[src/rtl/rs485_dir_pkg.sv]
// Package: shared types for the line direction controller.
// Assumes an 8-bit control register whose field positions are fixed by
// software: [7] rx polarity, [6] rx auto mode, [5] tx polarity,
// [4] tx auto mode, [3:2] reserved, [1:0] pin routing.
package rs485_dir_pkg;

    localparam int CFG_W = 8;

    // Which shared pins carry the enables.
    typedef enum logic [1:0] {
        ROUTE_OFF = 2'b00,
        ROUTE_RTS = 2'b01,
        ROUTE_DTR = 2'b10,
        ROUTE_RDY = 2'b11
    } route_e;

    typedef struct packed {
        logic       rx_pol;
        logic       rx_auto;
        logic       tx_pol;
        logic       tx_auto;
        logic [1:0] rsvd;
        route_e     route;
    } dir_cfg_t;

    // Clears the reserved field of a value written by software.
    function automatic dir_cfg_t clean_cfg(input logic [CFG_W-1:0] raw);
        dir_cfg_t c;
        c      = dir_cfg_t'(raw);
        c.rsvd = 2'b00;
        return c;
    endfunction

endpackage

[src/rtl/rs485_cfg_reg.sv]
// Module: control register with write port and read-back.
// Assumes the writer needs no byte enables. The reserved field is forced
// to zero on write, so it always reads back as zero.
module rs485_cfg_reg
    import rs485_dir_pkg::*;
(
    input  logic             clk,
    input  logic             rst_n,
    input  logic             we,
    input  logic [CFG_W-1:0] wdata,
    output dir_cfg_t         cfg_q
);

    // Register update: reset clears, write loads a cleaned value.
    always_ff @(posedge clk) begin
        if (!rst_n) begin
            cfg_q <= '0;
        end else if (we) begin
            cfg_q <= clean_cfg(wdata);
        end
    end

    AST_RSVD_ZERO: assert property (@(posedge clk) disable iff (!rst_n)
        cfg_q.rsvd == 2'b00);

    AST_RST_CLEAR: assert property (@(posedge clk)
        !rst_n |=> cfg_q == '0);

    AST_WRITE_LOAD: assert property (@(posedge clk) disable iff (!rst_n)
        we |=> cfg_q.route == route_e'($past(wdata[1:0])));

endmodule

[src/rtl/rs485_tx_track.sv]
// Module: registered transmitter-activity flag.
// Assumes tx_busy is a synchronous level that is high from the first start
// bit until the last stop bit has left and both holding and shift stages
// are empty. With BAUD_ALIGN=1 the flag moves only on baud_tick, so the
// enables derived from it cannot change in the middle of a bit.
module rs485_tx_track #(
    parameter bit BAUD_ALIGN = 1'b1
) (
    input  logic clk,
    input  logic rst_n,
    input  logic baud_tick,
    input  logic tx_busy,
    output logic tx_active
);

    generate
        if (BAUD_ALIGN) begin : g_aligned
            // Flag capture: sample busy only on a baud boundary.
            always_ff @(posedge clk) begin
                if (!rst_n) begin
                    tx_active <= 1'b0;
                end else if (baud_tick) begin
                    tx_active <= tx_busy;
                end
            end

            AST_FLAG_HOLD: assert property (@(posedge clk) disable iff (!rst_n)
                !baud_tick |=> $stable(tx_active));

            AST_FLAG_TAKE: assert property (@(posedge clk) disable iff (!rst_n)
                baud_tick |=> tx_active == $past(tx_busy));
        end else begin : g_free
            // Flag capture: sample busy every cycle.
            always_ff @(posedge clk) begin
                if (!rst_n) begin
                    tx_active <= 1'b0;
                end else begin
                    tx_active <= tx_busy;
                end
            end
        end
    endgenerate

endmodule

[src/rtl/rs485_enable_gen.sv]
// Module: forms the receive and transmit enable levels.
// Assumes the polarity bits give the asserted level. The receive enable
// idles at its polarity and inverts while transmitting in auto mode. The
// full transmit enable (ready-pin routing) idles at the inverse of the
// receive polarity in auto mode. The simple transmit enable used by the
// modem-pin routings is always the transmit polarity.
module rs485_enable_gen (
    input  logic clk,
    input  logic rst_n,
    input  logic rx_pol,
    input  logic rx_auto,
    input  logic tx_pol,
    input  logic tx_auto,
    input  logic tx_active,
    output logic rx_en,
    output logic tx_en_full,
    output logic tx_en_simple
);

    // Receive enable: polarity, optionally inverted during transmission.
    always_comb begin
        rx_en = rx_pol;
        if (rx_auto && tx_active) begin
            rx_en = ~rx_pol;
        end
    end

    // Full transmit enable: static level or activity-driven level.
    always_comb begin
        if (!tx_auto) begin
            tx_en_full = tx_pol;
        end else if (tx_active) begin
            tx_en_full = ~tx_pol;
        end else begin
            tx_en_full = ~rx_pol;
        end
    end

    // Simple transmit enable: mode bit has no effect here.
    always_comb begin
        tx_en_simple = tx_pol;
    end

    AST_RX_FOLLOW: assert property (@(posedge clk) disable iff (!rst_n)
        (rx_auto && tx_active) |-> rx_en != rx_pol);

    AST_RX_IDLE: assert property (@(posedge clk) disable iff (!rst_n)
        !tx_active |-> rx_en == rx_pol);

    AST_TX_AUTO_IDLE: assert property (@(posedge clk) disable iff (!rst_n)
        (tx_auto && !tx_active) |-> tx_en_full != rx_pol);

endmodule

[src/rtl/rs485_pin_mux.sv]
// Module: places enables or normal signals on the four shared pins.
// Assumes the routing code is stable within a cycle; the output is
// combinational from the routing code and the pin sources.
module rs485_pin_mux
    import rs485_dir_pkg::*;
(
    input  logic   clk,
    input  logic   rst_n,
    input  route_e route,
    input  logic   rx_en,
    input  logic   tx_en_full,
    input  logic   tx_en_simple,
    input  logic   rts_in,
    input  logic   dtr_in,
    input  logic   txrdy_in,
    input  logic   rxrdy_in,
    output logic   rts_pin,
    output logic   dtr_pin,
    output logic   txrdy_pin,
    output logic   rxrdy_pin
);

    // Pin selection: default pass-through, routing overrides one or two pins.
    always_comb begin
        rts_pin   = rts_in;
        dtr_pin   = dtr_in;
        txrdy_pin = txrdy_in;
        rxrdy_pin = rxrdy_in;
        unique case (route)
            ROUTE_OFF: ;
            ROUTE_RTS: rts_pin = tx_en_simple;
            ROUTE_DTR: dtr_pin = tx_en_simple;
            ROUTE_RDY: begin
                txrdy_pin = tx_en_full;
                rxrdy_pin = rx_en;
            end
            default: ;
        endcase
    end

    AST_OFF_PASS: assert property (@(posedge clk) disable iff (!rst_n)
        route == ROUTE_OFF |-> {rts_pin, dtr_pin, txrdy_pin, rxrdy_pin}
                               == {rts_in, dtr_in, txrdy_in, rxrdy_in});

    AST_RDY_KEEP_MODEM: assert property (@(posedge clk) disable iff (!rst_n)
        route == ROUTE_RDY |-> (rts_pin == rts_in && dtr_pin == dtr_in));

    AST_RTS_KEEP_REST: assert property (@(posedge clk) disable iff (!rst_n)
        route == ROUTE_RTS |-> (dtr_pin == dtr_in && txrdy_pin == txrdy_in
                                && rxrdy_pin == rxrdy_in));

    AST_DTR_KEEP_REST: assert property (@(posedge clk) disable iff (!rst_n)
        route == ROUTE_DTR |-> (rts_pin == rts_in && txrdy_pin == txrdy_in
                                && rxrdy_pin == rxrdy_in));

endmodule

[src/rtl/rs485_dir_ctl.sv]
// Module: top of the half-duplex line direction controller.
// Assumes all inputs are synchronous to clk. The register is written
// through cfg_we/cfg_wdata, and transmitter activity is tracked on baud
// boundaries. The pins are combinational from registered state and the
// pass-through modem and ready inputs.
module rs485_dir_ctl
    import rs485_dir_pkg::*;
#(
    parameter bit BAUD_ALIGN = 1'b1
) (
    input  logic             clk,
    input  logic             rst_n,
    input  logic             cfg_we,
    input  logic [CFG_W-1:0] cfg_wdata,
    output logic [CFG_W-1:0] cfg_rdata,
    input  logic             baud_tick,
    input  logic             tx_busy,
    input  logic             rts_in,
    input  logic             dtr_in,
    input  logic             txrdy_in,
    input  logic             rxrdy_in,
    output logic             rts_pin,
    output logic             dtr_pin,
    output logic             txrdy_pin,
    output logic             rxrdy_pin
);

    dir_cfg_t cfg_q;
    logic     tx_active;
    logic     rx_en;
    logic     tx_en_full;
    logic     tx_en_simple;

    rs485_cfg_reg u_cfg (
        .clk   (clk),
        .rst_n (rst_n),
        .we    (cfg_we),
        .wdata (cfg_wdata),
        .cfg_q (cfg_q)
    );

    rs485_tx_track #(.BAUD_ALIGN(BAUD_ALIGN)) u_track (
        .clk       (clk),
        .rst_n     (rst_n),
        .baud_tick (baud_tick),
        .tx_busy   (tx_busy),
        .tx_active (tx_active)
    );

    rs485_enable_gen u_en (
        .clk          (clk),
        .rst_n        (rst_n),
        .rx_pol       (cfg_q.rx_pol),
        .rx_auto      (cfg_q.rx_auto),
        .tx_pol       (cfg_q.tx_pol),
        .tx_auto      (cfg_q.tx_auto),
        .tx_active    (tx_active),
        .rx_en        (rx_en),
        .tx_en_full   (tx_en_full),
        .tx_en_simple (tx_en_simple)
    );

    rs485_pin_mux u_mux (
        .clk          (clk),
        .rst_n        (rst_n),
        .route        (cfg_q.route),
        .rx_en        (rx_en),
        .tx_en_full   (tx_en_full),
        .tx_en_simple (tx_en_simple),
        .rts_in       (rts_in),
        .dtr_in       (dtr_in),
        .txrdy_in     (txrdy_in),
        .rxrdy_in     (rxrdy_in),
        .rts_pin      (rts_pin),
        .dtr_pin      (dtr_pin),
        .txrdy_pin    (txrdy_pin),
        .rxrdy_pin    (rxrdy_pin)
    );

    // Read-back: register value as stored.
    always_comb begin
        cfg_rdata = cfg_q;
    end

    AST_SIMPLE_TX_STATIC: assert property (@(posedge clk) disable iff (!rst_n)
        (cfg_q.route == ROUTE_RTS) |-> rts_pin == cfg_q.tx_pol);

    AST_RDY_STATIC_TX: assert property (@(posedge clk) disable iff (!rst_n)
        (cfg_q.route == ROUTE_RDY && !cfg_q.tx_auto)
            |-> txrdy_pin == cfg_q.tx_pol);

endmodule

[config.mk]
export PLATFORM = sky130hd
export DESIGN_NAME = rs485_dir_ctl
export DESIGN_NICKNAME = d
export VERILOG_FILES = /design/src/rtl/rs485_dir_pkg.sv /design/src/rtl/rs485_cfg_reg.sv /design/src/rtl/rs485_tx_track.sv /design/src/rtl/rs485_enable_gen.sv /design/src/rtl/rs485_pin_mux.sv /design/src/rtl/rs485_dir_ctl.sv
export SDC_FILE = /design/constraint.sdc
export NUM_CORES = 1
export LEC_CHECK = 0
export ABC_AREA = 1
export ABC_CLOCK_PERIOD_IN_PS = 1750
export BUFFER_PORTS_ARGS = -buffer_cell sky130_fd_sc_hd__buf_2
export CAP_MARGIN = 5
export CORE_AREA = 5 5 42 44
export DETAILED_ROUTE_END_ITERATION = 10
export DIE_AREA = 0 0 47 49
export PLACE_DENSITY = 0.67
export SLEW_MARGIN = 25
export SYNTH_ARGS = -nofsm -noshare
export SYNTH_HDL_FRONTEND = slang
export SYNTH_SLANG_ARGS = --single-unit
export TNS_END_PERCENT = 5
[constraint.sdc]
create_clock -name clk -period 1.75 [get_ports clk]
set_input_delay 0.0875 -clock clk [delete_from_list [all_inputs] [get_ports clk]]
set_output_delay 0.0875 -clock clk [all_outputs]
set_load 0.02 [all_outputs]
==> flow_summary.toml <==
[critical_path]
critical_path_required_ns = 1.66
end_kind = "primary output"
crit_type = "reg -> out"
cp_max_fo = 5
data_arrival_time_of_the_worst_path_ns = 1.14
start_kind = "flop"
ff2ff_setup_slack_ns = 1.08

[flow_run]
maxCapViolations = 0

[floorplanning]
io-pin-count = 29
placeableCoreArea_sq_mm = 0.00140
floorplan.die.width_microns = 47
die_height_microns = 49
fp-row-count = 14
die_area_sq_mm = 0.00230
starting_density_of_the_core_pct = 26.7

[routing]
dr.pass1.iters = 4
post-route-drc-count = 0
post_detailed_route_count_of_antenna_violating_nets = 0
drt_via_density = 4.19
detailroute.via_count = 406
dr.first_iter.drc_count = 7
route.final.wire_length_microns = 862
wl_per_cell_microns = 8.89

[pwr]
post-layout-total-power_uw = 418
p_leak_nw = 0.272
vdd_drop_max_uv = 302
p_per_area_mw_per_mm2 = 836

[min_path]
worst_min_delay_path_class = "in -> reg"

[cts]
cts_hold_repair.buffers = 0
cts.sink_count = 7
clock_tree_from_tritoncts = "yes"
htree_levels = 1
max-clock-path-buffers = 2
cts_root_buf = "sky130_fd_sc_hd__clkbuf_4"
cts-resized-gates = 0
cts_made_buffers = 3
worst_skew_pair.late_latency_ns = 0.25
clk_transition_reported_paths_ns = 0.05
cts.repair_timing.setup_buffer_count = 0

[yosys]
post_synth_inst_count = 58
post_synth.cell_area_avg_sq_um = 6.45
synth_seq_cells = 7
synth_top_area_share_pct = 37.5
post_synth_num_cell_types = 11
yosysWarningCount = 0
netlist_top_cells_area = "sky130_fd_sc_hd__dfxtp_1 37%, sky130_fd_sc_hd__buf_4 12%, sky130_fd_sc_hd__nand2_1 12%"
synth_top_cell_by_area = "sky130_fd_sc_hd__dfxtp_1"
synth_seq_area_share_pct = 37.5
synth_area_sq_um = 374

[sta]
postLayoutSetupSlackWorst_ns = 0.524
post-route-period-util_pct = 70.1
timing.final.setup_violations = 0
finalMaxSlewViolations = 0
period_needed_ns = 1.23
fmax_ghz = 0.816
hold_violations = 0
grt_setup_unrepaired = "no"
fin_tns_setup_ns = 0
fin_worst_skew_ns = 0

[grt]
vias_in_the_first_global_route = 352
grt_overflow = 0
grt_max_degree = 10
grt.total_usage_pct = 8.12
global_route_wire_length_before_repair_microns = 1360
antenna_violations_before_repair = 0

[place]
globalplace.congestion = 0.696
preCtsSetupSlack_ns = 0.784
dpl_cell_area_sq_um = 473
dp.final_hpwl_microns = 730
buffer_ports.inserted = 24

[finish]
layout.cell_area.non_filler_sq_um = 499
nNetsFinal = 99
layout_area_growth_over_synthesis_pct = 33.4
antenna-diode-count = 0
drive_gt1_share_pct = 34.6
fillers = 163

[outcome]
status = "completed"
power by group:
group	switching [mW]	internal (mW)
sequential	0.00995	0.171
combinational	0.0582	0.0358
clock	0.0556	0.0868
cells by family after synthesis:
group / synth area share [%]
other cells: 1.00
buf+inv: 18.1
compound gates: 18.7
flops: 37.5
simple gates: 24.7
cell usage after synthesis, drive strengths merged:
cell   count
nand2     12
buf        6
a21oi      5
nor2      10
conb       1
nand3      2
dfxtp      7
inv        6
o21ai      9
worst max-delay path: stages (launching register included):
cell                      delay [ns]
sky130_fd_sc_hd__dfxtp_1        0.39
sky130_fd_sc_hd__nand2_1        0.13
sky130_fd_sc_hd__nor2_1         0.12
sky130_fd_sc_hd__nand2_1        0.06
sky130_fd_sc_hd__nand2_1        0.04
sky130_fd_sc_hd__buf_2          0.15
placed cells by master (no fill, tap or decap), drive strengths merged:
cell type  instances
conb               2
o21ai              9
a21oi              5
inv                6
nand3              2
nand2             12
dfxtp              7
nor2              10
clkbuf             4
buf               24
flip-flops by register name, summed over array words and instances (netlist names):
signal / flops
u_cfg.cfg_q: 6
u_track.tx_active: 1
through the flow:
| step | utilization (%) | std cells | hold slack [ns] |
|---|---|---|---|
| 2_1_floorplan | - | 59 | 0.181 |
| 3_3_place_gp | 33.8 | 93 | 0.279 |
| 3_5_place_dp | 33.8 | 93 | 0.285 |
| 4_1_cts | 35.6 | 97 | 0.0202 |
| 5_1_grt | 35.6 | 97 | 0.0409 |
| 6_report | 35.6 | 97 | 0.0287 |
area by class of cell:
cell class / instances / area, sq um / area share, %
multi-input combinational: 40 / 170 / 34.1
sequential: 7 / 140 / 28.1
timing repair buffer: 24 / 120 / 24.1
clock buffer: 4 / 26.3 / 5.26
inverter: 6 / 22.5 / 4.51
tap: 16 / 20.0 / 4.01
per-layer routing:
metal	routed length, microns	vias to the layer above	global-route usage, %	part of all wire, %
met3	108	2	3.32	13
met1	357	164	10.2	41
met4	17	0	4.15	2.0
met2	379	17	11.5	44
li1	-	223	-	-
met5	0	-	0	0
final timing paths:
kind	startpoint	end	cells past startpoint
setup / recovery	u_cfg.cfg_q[0]	txrdy_pin	5
hold / removal	baud_tick	u_track.tx_active	2
hold reg to reg	u_cfg.cfg_q[1]	u_cfg.cfg_q[1]	2
setup reg to reg	u_track.tx_active	u_track.tx_active	2
(Power assumes the default switching activity.)
